File: src/rtl/nand_gate_pkg.sv
package nand_gate_pkg;

  typedef enum logic [1:0] {
    ST_OFF  = 2'd0,
    ST_INIT = 2'd1,
    ST_RDY  = 2'd2,
    ST_RST  = 2'd3
  } seq_state_t;

  localparam logic [7:0] OP_READ0  = 8'h00;
  localparam logic [7:0] OP_STATUS = 8'h70;
  localparam logic [7:0] OP_PROG   = 8'h80;
  localparam logic [7:0] OP_ERASE  = 8'h60;
  localparam logic [7:0] OP_RESET  = 8'hFF;

  // Program and erase setup need write permission
  function automatic logic is_setup_op(input logic [7:0] op);
    return (op == OP_PROG) || (op == OP_ERASE);
  endfunction

  // Status byte layout: protect level on bit 7, ready on bit 6
  function automatic logic [7:0] status_byte(input logic wp_lvl, input logic rdy);
    return {wp_lvl, rdy, 6'b0};
  endfunction

  // Next read-setup state after an accepted command
  function automatic logic next_rd_setup(input logic [7:0] op, input logic cur);
    if (op == OP_READ0)  return 1'b1;
    if (op == OP_STATUS) return cur;
    return 1'b0;
  endfunction

endpackage

File: src/rtl/nand_busy_seq.sv
module nand_busy_seq
  import nand_gate_pkg::*;
#(
  parameter int unsigned INIT_CYC = 1250000,
  parameter int unsigned RST_CYC  = 1250
) (
  input  logic clk,
  input  logic rst_n,
  input  logic pwr_good,
  input  logic reset_req,
  output logic ready,
  output logic init_done
);
  localparam int unsigned MAXC = (INIT_CYC > RST_CYC) ? INIT_CYC : RST_CYC;
  localparam int unsigned CW   = $clog2(MAXC + 1);
  localparam logic [CW-1:0] INIT_LAST = CW'(INIT_CYC - 1);
  localparam logic [CW-1:0] RST_LAST  = CW'(RST_CYC - 1);

  seq_state_t    state;
  logic [CW-1:0] cnt;

  assign ready     = (state == ST_RDY) && pwr_good;
  assign init_done = (state == ST_INIT) && (cnt == INIT_LAST) && pwr_good;

  always_ff @(posedge clk or negedge rst_n) begin
    if (!rst_n) begin
      state <= ST_OFF;
      cnt   <= '0;
    end else if (!pwr_good) begin
      state <= ST_OFF;
      cnt   <= '0;
    end else begin
      case (state)
        ST_OFF: begin
          state <= ST_INIT;
          cnt   <= '0;
        end
        ST_INIT: begin
          if (cnt == INIT_LAST) begin
            state <= ST_RDY;
            cnt   <= '0;
          end else begin
            cnt <= cnt + 1'b1;
          end
        end
        ST_RDY: begin
          if (reset_req) begin
            state <= ST_RST;
            cnt   <= '0;
          end
        end
        default: begin
          if (cnt == RST_LAST) begin
            state <= ST_RDY;
            cnt   <= '0;
          end else begin
            cnt <= cnt + 1'b1;
          end
        end
      endcase
    end
  end
endmodule

File: src/rtl/nand_wp_guard.sv
module nand_wp_guard #(
  parameter int unsigned TWW_CYC = 25
) (
  input  logic clk,
  input  logic rst_n,
  input  logic wp_n,
  output logic wp_chg,
  output logic wp_ok
);
  localparam int unsigned CW = $clog2(TWW_CYC + 1);
  localparam logic [CW-1:0] SAT = CW'(TWW_CYC);

  logic          wp_q;
  logic [CW-1:0] held;

  assign wp_chg = (wp_n != wp_q);
  assign wp_ok  = wp_n && !wp_chg && (held >= SAT);

  always_ff @(posedge clk or negedge rst_n) begin
    if (!rst_n) begin
      wp_q <= 1'b0;
      held <= '0;
    end else begin
      wp_q <= wp_n;
      if (wp_chg)          held <= CW'(1);
      else if (held < SAT) held <= held + 1'b1;
    end
  end
endmodule

File: src/rtl/nand_cmd_gate.sv
module nand_cmd_gate
  import nand_gate_pkg::*;
#(
  parameter int unsigned INIT_CYC = 1250000,
  parameter int unsigned RST_CYC  = 1250,
  parameter int unsigned TWW_CYC  = 25
) (
  input  logic       clk,
  input  logic       rst_n,
  input  logic       pwr_good,
  input  logic       cmd_latch,
  input  logic       we_n,
  input  logic [7:0] io_in,
  input  logic       wp_n,
  output logic       ready,
  output logic       rd_setup,
  output logic [7:0] io_out,
  output logic       cmd_stb,
  output logic [7:0] cmd_byte
);
  logic       we_q;
  logic       we_rise;
  logic       permit;
  logic       acc_evt;
  logic       reset_req;
  logic       init_done;
  logic       wp_ok;
  logic       wp_chg;
  logic       stat_mode;
  logic [7:0] status;

  nand_busy_seq #(.INIT_CYC(INIT_CYC), .RST_CYC(RST_CYC)) u_seq (
    .clk(clk), .rst_n(rst_n), .pwr_good(pwr_good), .reset_req(reset_req),
    .ready(ready), .init_done(init_done)
  );

  nand_wp_guard #(.TWW_CYC(TWW_CYC)) u_wp (
    .clk(clk), .rst_n(rst_n), .wp_n(wp_n), .wp_chg(wp_chg), .wp_ok(wp_ok)
  );

  // Named events for the checker
  assign we_rise   = cmd_latch && we_n && !we_q;
  assign permit    = ready ? (is_setup_op(io_in) ? wp_ok : 1'b1)
                           : (io_in == OP_STATUS);
  assign acc_evt   = we_rise && pwr_good && permit;
  assign reset_req = acc_evt && ready && (io_in == OP_RESET);

  assign status = status_byte(wp_n, ready);
  assign io_out = stat_mode ? status : 8'h00;

  always_ff @(posedge clk or negedge rst_n) begin
    if (!rst_n) begin
      we_q      <= 1'b1;
      cmd_stb   <= 1'b0;
      cmd_byte  <= 8'h00;
      stat_mode <= 1'b0;
      rd_setup  <= 1'b0;
    end else begin
      we_q    <= we_n;
      cmd_stb <= acc_evt;
      if (acc_evt) cmd_byte <= io_in;
      if (!pwr_good) begin
        stat_mode <= 1'b0;
        rd_setup  <= 1'b0;
      end else begin
        if (acc_evt) stat_mode <= (io_in == OP_STATUS);
        if (init_done)    rd_setup <= 1'b1;
        else if (acc_evt) rd_setup <= next_rd_setup(io_in, rd_setup);
      end
    end
  end
endmodule

File: config.mk
export PLATFORM = sky130hd
export DESIGN_NAME = nand_cmd_gate
export DESIGN_NICKNAME = d
export VERILOG_FILES = /design/src/rtl/nand_gate_pkg.sv /design/src/rtl/nand_busy_seq.sv /design/src/rtl/nand_wp_guard.sv /design/src/rtl/nand_cmd_gate.sv
export SDC_FILE = /design/constraint.sdc
export NUM_CORES = 1
export LEC_CHECK = 0
export BUFFER_PORTS_ARGS = -buffer_cell sky130_fd_sc_hd__buf_4
export CAP_MARGIN = 20
export CORE_MARGIN = 5
export CORE_UTILIZATION = 30
export CTS_CLUSTER_SIZE = 25
export DETAILED_ROUTE_END_ITERATION = 7
export PLACE_DENSITY = 0.52
export SLEW_MARGIN = 20
export SYNTH_ARGS = -nofsm -noshare
export SYNTH_HDL_FRONTEND = slang
export SYNTH_SLANG_ARGS = --single-unit
File: constraint.sdc
create_clock -name clk -period 2.25 [get_ports clk]
set_input_delay 0.45 -clock clk [delete_from_list [all_inputs] [get_ports clk]]
set_output_delay 0.45 -clock clk [all_outputs]
set_load 0.01 [all_outputs]
* Yosys cells after proc, flatten, opt, wreduce, memory -nomap -nowiden
Index checks and enable logic that the tools add are counted.
** Storage, ports and cells
- Flip-flop bits (word level) :: 41
- Input port bits :: 14
- Output and inout bits :: 19
- Word-level logic and storage cells :: 80
** Operators by class
- Add/subtract/negate cells :: 2
- Magnitude comparators :: 2
- Eq/ne operators :: 15
- Mux-type cells :: 33
- Reduce and logical (&&, ||, !) cells :: 19
** Operators with widths (count)
- 2-to-1 mux 21 bit :: 4
- one-hot mux 21 bit (3 select lines) :: 1
- adder 21 x 1 -> 21 bit (second input constant) :: 1
- equality test 21 x 11 -> 1 bit (second input constant) :: 1
- equality test 21 bit (second input constant) :: 1
- 2-to-1 mux 1 bit :: 20
- equality test 8 x 7 -> 1 bit (second input constant) :: 2
- equality test 8 bit (second input constant) :: 2
- logical AND 1 bit :: 11
- 2-to-1 mux 5 bit :: 2
- logical NOT 8 bit :: 1
- 2-to-1 mux 2 bit :: 4
- 2-to-1 mux 8 bit :: 1
- != test 3 bit (second input constant) :: 2
- one-hot mux 2 bit (3 select lines) :: 1
- adder 5 x 1 -> 5 bit (second input constant) :: 1
- >= comparator 5 bit (second input constant) :: 1
- less-than comparator 5 bit (second input constant) :: 1
- != test 5 x 1 -> 1 bit (second input constant) :: 1
- != test 5 bit (second input constant) :: 1
- != test 3 x 1 -> 1 bit (second input constant) :: 1
- AND reduction 3 bit :: 1
- equality test 2 x 1 -> 1 bit (second input constant) :: 1
- equality test 2 bit (second input constant) :: 1
- 7 further kinds :: 8

* Longest topological paths before layout
- Depth in word-level cells :: 19
- Depth in mapped cells :: 8
- Mapped depth without buffers :: 7

* Cells and area by module
A second synthesis with hierarchy kept.
** Second synthesis, totals
- Cell total of the unflattened synthesis :: 248
- Area, all modules :: 2398.6 um^2
** Modules (own cells, without submodules)
- nand_busy_seq :: instances 1, cells each 162, area each 1423.9 um^2
- nand_cmd_gate :: instances 1, cells each 55, area each 665.6 um^2
- nand_wp_guard :: instances 1, cells each 31, area each 309.0 um^2

* Worst setup path after synthesis
No wires, ideal clock.
- Path type :: flip-flop to flip-flop
- Start point :: reg u_seq.cnt[0]
- End point :: reg u_seq.cnt[20]
- Data arrival time :: 1.988 ns
- Data required time :: 2.119 ns
- Setup slack :: 0.131 ns
- Stages on the path, launching flop included :: 7
- Buffers on the path :: 0
- Clock period less this slack :: 2.119 ns
- Cells stage by stage :: dfrtp_1 ha_1 and3_2 nand4_2 or4_4 and4_4 or3_1
** Between the ends
- Longest elaborated chain between the ends :: 4
** RTL lines
- from (decl) :: line nand_busy_seq.sv:20 : logic [CW-1:0] cnt;
- from (signal assigned) :: line nand_busy_seq.sv:43 : cnt <= cnt + 1'b1;
- from (signal assigned) :: line nand_busy_seq.sv:57 : cnt <= cnt + 1'b1;
- adder 21 x 1 -> 21 bit (tied with other cells) :: line nand_busy_seq.sv:43, nand_busy_seq.sv:57
- 2-to-1 mux 21 bit (on tied branches) :: line nand_busy_seq.sv:53, nand_busy_seq.sv:39
- one-hot mux 21 bit (3 select lines) (*) :: line nand_busy_seq.sv:33 : case (state)
- 2-to-1 mux 21 bit (*) :: line nand_busy_seq.sv:29 : end else if (!pwr_good) begin
Mark *: on every way between the ends. The rest lies on a longest branch, timed or not.
A chain may end at the register's enable or synchronous reset.

* Worst setup path after layout
- Start point :: reg u_seq.cnt[13]
- End point :: reg u_seq.cnt[20]
Same word-level chain as after synthesis.

==> flow_summary.yaml <==
synthesis:
  synthSimpleGateAreaFrac: 0.288
  async_flop_share: 1.00
  synth_flop_cell: "dfrtp_1"
  synth-seq-cells: 41
  synth_xor_area_frac: 0
  synth_compound_area_frac: 0.146
  synth_enable_flop_cells: 0
  ys_warn_count: 0
  yosysSeqAreaShare: 0.425
  synth-adder-area-share: 0.0259
  syn-cell-area_um2: 2410
  ys_types: 64
  synth_top_family_by_area: "simple AND/OR/NAND/NOR gates"
  avgSynthCellArea_um2: 9.78
  synthMuxAreaShare: 0.0565
  netlist_instances: 247
layout:
  syn_to_final_growth_pct: 24.3
  multi_input_area_um2: 1290
  final_cell_mix: "58 x buf_4, 40 x dfrtp_1, 24 x nand3_1"
  stdcell_count: 405
  register_area_um2: 1030
  diodes: 0
  final_common_cell: "buf_4"
  fillers: 800
  utilization: 0.386
  drive_gt1_frac: 0.294
  fin_nets: 321
clock_network:
  cts_tree: "done"
  h-tree-depth: 2
  clockBufferDepth: 2
  clockRootBuffer: "clkbuf_8"
  clkSinkCount: 41
  cts_inserted_buffers: 5
  clock_latency_ns: 0.30
  clk_pin_slew_ns: 0.09
routing:
  firstDrtPassIters: 4
  wl_um: 6010
  wl_per_cell_um: 14.8
  vias_per_cell: 5.17
  drt_iter0_markers: 85
  ant_nets: 0
  drc: 0
  num_vias: 2093
sta:
  fin_skew_ns: 0.00975
  rsz0062_at_grt: "false"
  clock.fmax_mhz: 469
  setup-tns-final_ns: 0
  hold_slack_ns: 0.117
  relSlewSlack: 0.645
  worst_pin_slew_ns: 0.532
  hold_viol_final: 0
  drv_slew: 0
  finalSetupViolCount: 0
  fin_crit_ns: 2.13
  period_share: 0.947
critical_path:
  critPathTopFamily: "simple AND/OR/NAND/NOR gates"
  path_cells: "nor4_4 > nand2_2 > or4_4 > and4_4 > or3_1"
  worstPathRequired_ns: 2.43
  setup.worst_path.class: "reg -> reg"
  worst-path-buf-inv: 0
  crit_path_start_kind: "flop"
  arrival_ns: 2.32
  crit_slowest_cell: "or4_4"
  cpPeakStageDelay_ns: 0.60
  crit_fanout: 7
  end_kind: "flop"
grt:
  antenna_found_initial: 0
  grt_pass1_vias: 2129
  grt_pass1_wl_um: 10400
  grt_overflow: 0
  grt_max_degree: 42
  grtUsageTotal: 0.128
floorplanning:
  start_util: 0.311
  core_um2: 7770
  ios: 33
  rows: 32
  fp.dieW_um: 99.7
  die_h_um: 99.7
  dieArea_um2: 9940
placed_design:
  gp_congestion: 0.846
  placedCellCount: 396
  place_hpwl_um: 4490
  numPortBuffers: 26
hold_path:
  hold_path.class: "in -> async"
power:
  peakVddDrop_v: 0.000243
  p_leak_uw: 0.00136
  power_density_nw_per_um2: 582
run_status:
  status: "complete, no violations"
job:
  cap_violations: 0
-- Yosys cell counts, drive strengths merged (7+ instances only) --
cell	number	area (µm²)
o21ai	7	35.0
nand3	25	130
a21oi	8	40.0
or3	7	43.8
a31oi	9	56.3
nand2	23	88.8
nor2	12	45.0
nand4	7	50.1
buf	11	88.8
dfrtp	40	1000
mux2	8	116
inv	9	33.8
nor3	10	55.1
-- per-layer routing --
layer	GRT usage	vias to the layer above	routed length, µm
li1	-	1030	-
met1	0.174	1016	2930
met2	0.201	41	2780
met3	0.0259	6	205
met4	0.0483	0	94
met5	0	-	0
-- timing repair --
action / in CTS / in global routing
setup buffers: 0 / 1
gates resized for setup: 0 / 2
setup endpoints to repair: 0 / 1
hold buffers: 0 / 0
-- power by group --
part	internal, µW	total [µW]	switching, µW
clock	220	503	282
sequential	798	863	65.3
combinational	196	381	185
-- cell type report --
class,count,area share
clock inverters,3,0.00750
inverters,9,0.0113
repair buffers,58,0.145
flip-flops and latches,41,0.342
well taps,102,0.0425
multi-input cells,187,0.429
clock buffers,5,0.0229
-- path summary, 6_finish.rpt --
path	cells after the start	start	end	slack (ns)
min in group clk	1	we_n	we_q$_DFF_PN1_	0.27
max reg2reg	5	u_seq.cnt[13]$_DFFE_PN0P_	u_seq.cnt[20]$_DFFE_PN0P_	0.12
min	1	rst_n	u_wp.held[1]$_DFFE_PN0P_	0.12
max	5	u_seq.cnt[13]$_DFFE_PN0P_	u_seq.cnt[20]$_DFFE_PN0P_	0.12
max in group asynchronous	1	rst_n	we_q$_DFF_PN1_	1.74
min reg2reg	1	cmd_byte[7]$_DFFE_PN0P_	cmd_byte[7]$_DFFE_PN0P_	0.51
-- through the flow --
step | power, µW | instance area [µm²] | worst slack [ns]
after floorplan | 1080 | 2430 | 0.131
after global placement | 1250 | 2890 | 0.0412
after detailed placement | 1260 | 2890 | 0.00502
after CTS | 1760 | 2980 | 0.0535
after global routing | 1850 | 3000 | 0.000363
final | 1750 | 3000 | 0.118
-- state kept, by name (all words and copies together) (netlist names) --
signal and count:
cmd_stb 1, u_seq.cnt 21, stat_mode 1, u_seq.state 2, cmd_byte 8, u_wp.wp_q 1
we_q 1, rd_setup 1, u_wp.held 5
-- kinds of logic after synthesis --
family / Yosys count
DFF: 41
and+or+nand+nor: 116
AOI/OAI and AO/OA: 50
other: 1
buffers and inverters: 24
adders and majority gates: 5
muxes: 10
Note: power is estimated with default switching activity, not from simulation.
